[src/rtl/tw_sclgen_pkg.sv]
package tw_sclgen_pkg;
  typedef enum logic [1:0] {PH_IDLE, PH_LOW, PH_HIGH} phase_e;

  // commands from the control FSM to the phase counter
  typedef struct packed {
    logic loadLow;
    logic loadHigh;
    logic dec;
  } phaseCmd_t;
endpackage

[src/rtl/tw_sclgen_dp.sv]
module tw_sclgen_dp
  import tw_sclgen_pkg::*;
#(
  parameter int CNT_W = 8
) (
  input  logic             clk,
  input  logic             rstN,
  input  phaseCmd_t        cmd,
  input  logic [CNT_W-1:0] divLow,
  input  logic [CNT_W-1:0] divHigh,
  output logic             phaseDone
);
  logic [CNT_W-1:0] phaseCnt;

  always_ff @(posedge clk or negedge rstN) begin
    if (!rstN)             phaseCnt <= '0;
    else if (cmd.loadLow)  phaseCnt <= divLow;
    else if (cmd.loadHigh) phaseCnt <= divHigh;
    else if (cmd.dec)      phaseCnt <= phaseCnt - 1'b1;
  end

  // a count of 0 or 1 ends the phase on the next counted tick
  assign phaseDone = (phaseCnt <= CNT_W'(1));

  // the FSM only decrements a count that has not yet expired
  p_dec_safe_r3: assert property (@(posedge clk) disable iff (!rstN)
    cmd.dec |-> (phaseCnt >= CNT_W'(2)));

  // at most one command per cycle
  p_cmd_single_r5: assert property (@(posedge clk) disable iff (!rstN)
    $onehot0(cmd));
endmodule

[src/rtl/tw_sclgen_ctrl.sv]
module tw_sclgen_ctrl
  import tw_sclgen_pkg::*;
#(
  parameter int PRE_W = 7,
  parameter int CNT_W = 8
) (
  input  logic               clk,
  input  logic               rstN,
  input  logic               cfgWrEn,
  input  logic               cfgSel,
  input  logic [2*CNT_W-1:0] cfgWrData,
  input  logic               sclIn,
  input  logic               phaseDone,
  output phaseCmd_t          cmd,
  output logic [CNT_W-1:0]   divLow,
  output logic [CNT_W-1:0]   divHigh,
  output logic               tickStb,
  output logic               fallStb,
  output logic               riseStb,
  output logic               sclLow
);
  localparam int DIV_W = 2 * CNT_W;

  logic             enBit;
  logic [PRE_W-1:0] preVal;
  logic [PRE_W-1:0] preCnt;
  logic [PRE_W-1:0] preTop;
  logic [DIV_W-1:0] divReg;
  phase_e           phase, nextPhase;

  // configuration registers
  always_ff @(posedge clk or negedge rstN) begin
    if (!rstN) begin
      enBit  <= 1'b0;
      preVal <= '0;
      divReg <= '0;
    end else if (cfgWrEn) begin
      if (cfgSel) divReg <= cfgWrData;
      else        {enBit, preVal} <= cfgWrData[PRE_W:0];
    end
  end

  assign divLow  = divReg[CNT_W-1:0];
  assign divHigh = divReg[DIV_W-1:CNT_W];

  // reference tick prescaler, held at zero while disabled
  assign preTop  = (preVal == '0) ? '0 : preVal - 1'b1;
  assign tickStb = enBit && (preCnt >= preTop);

  always_ff @(posedge clk or negedge rstN) begin
    if (!rstN)                 preCnt <= '0;
    else if (!enBit || tickStb) preCnt <= '0;
    else                       preCnt <= preCnt + 1'b1;
  end

  // phase sequencing
  always_comb begin
    cmd       = '0;
    nextPhase = phase;
    if (!enBit) begin
      nextPhase = PH_IDLE;
    end else if (tickStb) begin
      unique case (phase)
        PH_IDLE: begin
          nextPhase   = PH_LOW;
          cmd.loadLow = 1'b1;
        end
        PH_LOW: begin
          if (phaseDone) begin
            nextPhase    = PH_HIGH;
            cmd.loadHigh = 1'b1;
          end else begin
            cmd.dec = 1'b1;
          end
        end
        PH_HIGH: begin
          if (sclIn) begin
            if (phaseDone) begin
              nextPhase   = PH_LOW;
              cmd.loadLow = 1'b1;
            end else begin
              cmd.dec = 1'b1;
            end
          end
        end
        default: nextPhase = PH_IDLE;
      endcase
    end
  end

  always_ff @(posedge clk or negedge rstN) begin
    if (!rstN) begin
      phase   <= PH_IDLE;
      fallStb <= 1'b0;
      riseStb <= 1'b0;
    end else begin
      phase   <= nextPhase;
      fallStb <= cmd.loadLow;
      riseStb <= cmd.loadHigh;
    end
  end

  assign sclLow = (phase == PH_LOW);

  // a cleared enable leads to idle with no strobes
  p_idle_release_r8: assert property (@(posedge clk) disable iff (!rstN)
    !enBit |=> (phase == PH_IDLE && !fallStb && !riseStb));

  // a tick seen while the line is held low keeps the high phase going
  p_stretch_hold_r6: assert property (@(posedge clk) disable iff (!rstN)
    (phase == PH_HIGH && tickStb && !sclIn) |=> (phase == PH_HIGH && !fallStb));

  // every new low phase is announced in its first cycle
  p_fall_start_r5: assert property (@(posedge clk) disable iff (!rstN)
    $rose(sclLow) |-> fallStb);

  // the two phase strobes never coincide
  p_strobe_excl_r5: assert property (@(posedge clk) disable iff (!rstN)
    !(fallStb && riseStb));
endmodule

[src/rtl/tw_sclgen.sv]
module tw_sclgen
  import tw_sclgen_pkg::*;
#(
  parameter int PRE_W = 7,
  parameter int CNT_W = 8
) (
  input  logic               clk,
  input  logic               rstN,
  input  logic               cfgWrEn,
  input  logic               cfgSel,
  input  logic [2*CNT_W-1:0] cfgWrData,
  input  logic               sclIn,
  output logic               tickStb,
  output logic               sclFallStb,
  output logic               sclRiseStb,
  output logic               sclDriveLow
);
  phaseCmd_t        cmd;
  logic [CNT_W-1:0] divLow, divHigh;
  logic             phaseDone;

  tw_sclgen_ctrl #(.PRE_W(PRE_W), .CNT_W(CNT_W)) u_ctrl (
    .clk       (clk),
    .rstN      (rstN),
    .cfgWrEn   (cfgWrEn),
    .cfgSel    (cfgSel),
    .cfgWrData (cfgWrData),
    .sclIn     (sclIn),
    .phaseDone (phaseDone),
    .cmd       (cmd),
    .divLow    (divLow),
    .divHigh   (divHigh),
    .tickStb   (tickStb),
    .fallStb   (sclFallStb),
    .riseStb   (sclRiseStb),
    .sclLow    (sclDriveLow)
  );

  tw_sclgen_dp #(.CNT_W(CNT_W)) u_dp (
    .clk       (clk),
    .rstN      (rstN),
    .cmd       (cmd),
    .divLow    (divLow),
    .divHigh   (divHigh),
    .phaseDone (phaseDone)
  );
endmodule

[config.mk]
export PLATFORM = sky130hd
export DESIGN_NAME = tw_sclgen
export DESIGN_NICKNAME = d
export VERILOG_FILES = /design/src/rtl/tw_sclgen_pkg.sv /design/src/rtl/tw_sclgen_dp.sv /design/src/rtl/tw_sclgen_ctrl.sv /design/src/rtl/tw_sclgen.sv
export SDC_FILE = /design/constraint.sdc
export NUM_CORES = 1
export LEC_CHECK = 0
export BUFFER_PORTS_ARGS = -buffer_cell sky130_fd_sc_hd__buf_2
export CAP_MARGIN = 25
export CORE_UTILIZATION = 35
export CTS_CLUSTER_SIZE = 24
export DETAILED_ROUTE_END_ITERATION = 8
export GPL_TIMING_DRIVEN = 0
export HOLD_SLACK_MARGIN = 0.05
export SYNTH_ARGS = -nofsm -noshare
export SYNTH_HDL_FRONTEND = slang
export SYNTH_SLANG_ARGS = --single-unit
[constraint.sdc]
create_clock -name clk -period 8.4 [get_ports clk]
set_input_delay 2.52 -clock clk [delete_from_list [all_inputs] [get_ports clk]]
set_output_delay 2.52 -clock clk [all_outputs]
set_load 0.02 [all_outputs]
== Word-level counts from Yosys, hierarchy flattened ==
Cells that the tools add are included.

* Add/sub/neg operators: 3
* Multiply operators: 0
* Divide/modulo/power cells: 0
* Order comparisons: 2
* Equal/unequal tests: 6
* Shift-type cells: 0
* Multiplexer cells: 20
* Bitwise operators: 1
* Reduce and logical (&&, ||, !) cells: 9

{| class="wikitable"
|+ Operators by type and width
! operator !! number
|-
| 8-bit 2-to-1 mux || 3
|-
| 7-bit 2-to-1 mux || 2
|-
| 2-bit 2-to-1 mux || 5
|-
| 3-bit inequality test, second input constant || 3
|-
| 8-bit by 1-bit less-or-equal comparator with 1-bit output, second input constant || 1
|-
| 8-bit by 1-bit subtractor with 8-bit output, second input constant || 1
|-
| 7-bit by 1-bit adder with 7-bit output, second input constant || 1
|-
| 7-bit greater-or-equal comparator || 1
|-
| 7-bit logical NOT || 1
|-
| 7-bit by 1-bit subtractor with 7-bit output, second input constant || 1
|-
| 3-bit 2-to-1 mux || 2
|-
| 2-bit one-hot mux with 3 select lines || 1
|-
| 1-bit 2-to-1 mux || 5
|-
| 1-bit one-hot mux with 2 select lines || 2
|-
| 2-bit AND reduction || 2
|-
| 4-bit AND reduction || 1
|-
| 3-bit nonzero test || 1
|-
| 2-bit by 1-bit equality test with 1-bit output, second input constant || 1
|-
| 2-bit equality test, second input constant || 1
|-
| 2-bit logical NOT || 1
|-
| 2-bit by 1-bit inequality test with 1-bit output, second input constant || 1
|-
| 1-bit logical AND || 1
|-
| 1-bit logical NOT || 1
|-
| 1-bit logical OR || 1
|-
| 1-bit NOT || 1
|}

* Register bits: 43
* Bits in latches: 0
* Bits in writable memories: 0
* ROM bits: 0
* Output and inout bits: 4
* Logic and storage cells: 49
* Memories: 0

== Depth between registers and ports, before layout ==
* Word-level depth: 9
* Gate-level depth with buffers: 12
* Mapped depth without buffers: 11

== Hierarchy ==
Synthesis repeated with hierarchy kept, for this count alone.

* Cells, all modules: 235
* Area total of the unflattened synthesis: 2,424.8 um^2

{| class="wikitable"
|+ By module, submodules not included
! module !! times used !! cells an instance !! area an instance (um^2)
|-
| tw_sclgen_ctrl || 1 || 160 || 1,779.2
|-
| tw_sclgen_dp || 1 || 75 || 645.6
|}

== Worst setup path before layout ==
OpenSTA, ideal clock, no wires.

* Path type: register to output
* From: reg u_ctrl.preVal[0]
* To: out tickStb
* Data arrival time: 2.964 ns
* Path slack: 2.916 ns
* Stages on the path, launching flop included: 12
* Buffers on the path: 1
* Cell sequence: dfrtp_1 -> inv_1 -> ha_1 -> or3b_1 -> or4_1 -> and2_1 -> ha_1 -> nand2b_1 -> a2111oi_0 -> o31ai_1 -> buf_2 -> and2_1

* Cells in the longest elaborated chain, start to end: 4

{| class="wikitable"
|+ Ends and longest elaborated chain
! what !! line !! RTL
|-
| start, declared || tw_sclgen_ctrl.sv:25 || <nowiki>logic [PRE_W-1:0] preVal;</nowiki>
|-
| start signal, assigned || tw_sclgen_ctrl.sv:39 || <nowiki>else {enBit, preVal} <= cfgWrData[PRE_W:0];</nowiki>
|-
| 7-bit by 1-bit subtractor with 7-bit output or 7-bit logical NOT (tied branches) || tw_sclgen_ctrl.sv:47 || <nowiki>assign preTop = (preVal == '0) ? '0 : preVal - 1'b1;</nowiki>
|-
| 7-bit 2-to-1 mux (*) || tw_sclgen_ctrl.sv:47 ||
|-
| 7-bit greater-or-equal comparator (*) || tw_sclgen_ctrl.sv:48 || <nowiki>assign tickStb = enBit && (preCnt >= preTop);</nowiki>
|-
| 1-bit logical AND (*) || tw_sclgen_ctrl.sv:48 ||
|-
| end, declared || tw_sclgen.sv:13 || <nowiki>output logic tickStb,</nowiki>
|}

Every way passes the cells marked *; elsewhere a longest branch is shown, timed or not.

== Worst setup path after layout ==
Ends and elaborated chain as after synthesis.

==> reports/metrics.yaml <==
outcome: "finished, final reports clean"
grt_start_max_net_pins: 44
start_kind: "register"
num_io_pins: 25
power_density_nw_per_um2: 254
die_x_um: 85.7
clock_skew_ps: 9.56
path_max_fanout: 10
die_y_um: 85.7
syn-num-nets: 250
clockRootBuffer: "clkbuf_8"
route.detailed.drc: 0
fin_crit_sh_pct: 75.0
cts_buffer_depth: 2
clock_latency_ps: 300
routed_wl_mm: 4.76
n_antenna_cell: 0
floorplan.initialDensity_pct: 36.1
clkTransAtPathRegs_ps: 90
postCtsSetupBuffers: 0
cts_hold_buf: 0
drive_gt1_share_pct: 29.1
p_leak_nw: 1.27
synth-edff-count: 0
design_area_um2: 2810
cts_buffers: 5
cp.required_ps: 5880
htree_levels: 2
grt_pass1_wl_mm: 8.38
fillers: 681
vdd_drop_max_uv: 99.0
worst_pin_slew_ps: 543
yosys_warnings: 0
antenna_found_initial: 0
top_usage_layer: "met2"
ys_seq_elements: 43
worstSetupPathType: "register to output port"
setup_viol: 0
num_rows: 30
rsz0062_at_grt: "no"
hpwl_mm: 3.60
hold_viol_final: 0
port_buffers: 24
fin_crit_ps: 6300
avgSynthCellArea_um2: 11.5
final_antenna_net_count: 0
end_kind: "output port"
avgRoutedWirePerCell_um: 13.9
coreArea_um2: 6790
drtIter0Drc: 32
cp.arrival_ps: 3780
dr.pass1.iters: 4
vias: 1705
maxCapViolations: 0
syn_area_um2: 2450
syn_to_final_growth_pct: 14.5
max-slew-margin-rel_pct: 63.8
clock-sinks: 43
grt_usage_pct: 14.7
die-area_um2: 7350
synthFlopType: "dfrtp_1"
grtUsageMet1_pct: 18.8
final_cells: 343
dpl-instance-area_um2: 2690
grt_pass1_vias: 1746
gp_congestion: 0.803
syn_inst: 214
grt_util_met2_pct: 24.8
fin_nets: 282
ctsResizeCount: 0
cts_tree: "done"
synth_cell_types: 48
dp.cells: 334
vias_per_cell: 4.97
met3_usage_pct: 3.27
async_flop_share_pct: 100
slew_violations: 0
fin_setup_tns_ps: 0
hp-class: "register to register"
fmax_mhz: 159
yosysSeqAreaShare_pct: 43.9
grt_overflow: 0
-- stage by stage --
step	hold WS (ps)	total power [W]	util [%]	setup WS, ps
CTS	510	0.000718	41.0	2010
detailed placement	496	0.000573	39.7	2380
global placement	487	0.000566	39.7	2460
global route	529	0.000766	41.3	1760
floorplan	446	0.000505	-	2920
finish	501	0.000712	41.3	2100
-- power by group --
part           switching [W]  internal, W
combinational       0.000149     0.000143
clock              0.0000796    0.0000612
sequential         0.0000370     0.000241
-- flip-flops by register name, indices dropped and copies added (netlist names) --
name / flops
u_ctrl.preCnt: 7
u_ctrl.fallStb: 1
u_ctrl.preVal: 7
u_ctrl.riseStb: 1
u_ctrl.divReg: 16
u_ctrl.phase: 2
u_dp.phaseCnt: 8
u_ctrl.enBit: 1
-- area by class of cell --
cell class	instances	area, µm²	share of cell area [%]
Timing Repair Buffer	25	140	4.99
Clock buffer	5	68.8	2.45
Inverter	11	41.3	1.47
Tap cell	96	120	4.28
Clock inverter	3	26.3	0.935
Buffer	9	47.5	1.69
Sequential cell	43	1080	38.3
Multi-Input combinational cell	151	1290	45.9
-- cells in the mapped netlist (3+ instances only) --
master | number | area share, %
dfrtp_1 | 43 | 44
nand3_1 | 3 | 0.61
o22ai_1 | 5 | 1.3
xor2_1 | 6 | 2.1
inv_1 | 11 | 1.7
and3_1 | 4 | 1.0
nand2_1 | 11 | 1.7
and2_1 | 3 | 0.76
mux2_2 | 21 | 9.6
a31oi_1 | 8 | 2.0
xnor2_1 | 6 | 2.1
o21ai_0 | 4 | 0.82
nand2b_1 | 3 | 0.76
nor4b_1 | 8 | 2.9
clkbuf_1 | 5 | 0.76
ha_1 | 15 | 7.6
nor2_1 | 10 | 1.5
mux2_4 | 8 | 4.9
o21a_1 | 3 | 0.92
-- worst max-delay path: stages (launching register included) --
cell and delay, ps:
dfrtp_1 380, inv_1 110, ha_1 190, or3b_1 400
or4_1 520, and2_1 210, ha_1 260, nand2b_1 140
a2111oi_0 450, o31ai_1 230, buf_2 240, and2_1 200
buf_2 160
-- cells by family after synthesis --
kind of cell / count (synthesis) / synth area share [%]
AOI/OAI and AO/OA: 37 / 11.5
xor gates and xnor gates: 12 / 4.28
adders and majority gates: 15 / 7.65
buffers and inverters: 20 / 3.62
DFF: 43 / 43.9
muxes: 31 / 15.3
and+or+nand+nor: 56 / 13.8
-- layer usage --
metal,wire [µm],share of wire [%],up-vias
met5,0,0,-
met1,2280,48,838
met3,122,2.6,7
met2,2290,48,19
li1,-,-,841
met4,64,1.3,0
-- path summary, 6_finish.rpt --
| check | from | end | slack [ps] | cells after the start |
|---|---|---|---|---|
| max | u_ctrl.preVal[0]$_DFFE_PN0P_ | tickStb | 2100 | 12 |
| min | u_ctrl.preCnt[0]$_DFF_PN0_ | u_ctrl.preCnt[0]$_DFF_PN0_ | 500 | 1 |
| max reg2reg | u_ctrl.preVal[0]$_DFFE_PN0P_ | u_ctrl.phase[0]$_DFFE_PN0P_ | 4740 | 12 |
| min reg2reg | u_ctrl.preCnt[0]$_DFF_PN0_ | u_ctrl.preCnt[0]$_DFF_PN0_ | 500 | 1 |
| max in group asynchronous | rstN | u_ctrl.divReg[9]$_DFFE_PN0P_ | 5970 | 2 |
| min in group asynchronous | rstN | u_ctrl.preCnt[5]$_DFF_PN0_ | 2010 | 1 |
-- layout by cell type, fill, tap and decap left out, types with 3 or more instances in the layout --
master,count
dfrtp_1,43
xor2_1,6
buf_2,25
o21a_1,3
mux2_4,8
ha_1,15
nor4b_1,8
nand2_1,11
clkbuf_1,5
xnor2_1,6
o21ai_0,4
clkbuf_8,5
nand2b_1,3
inv_1,11
o22ai_1,5
and3_1,4
a31oi_1,8
mux2_2,21
nor2_1,10
nand3_1,3
and2_1,3
Power figures use the tool's default switching activity.
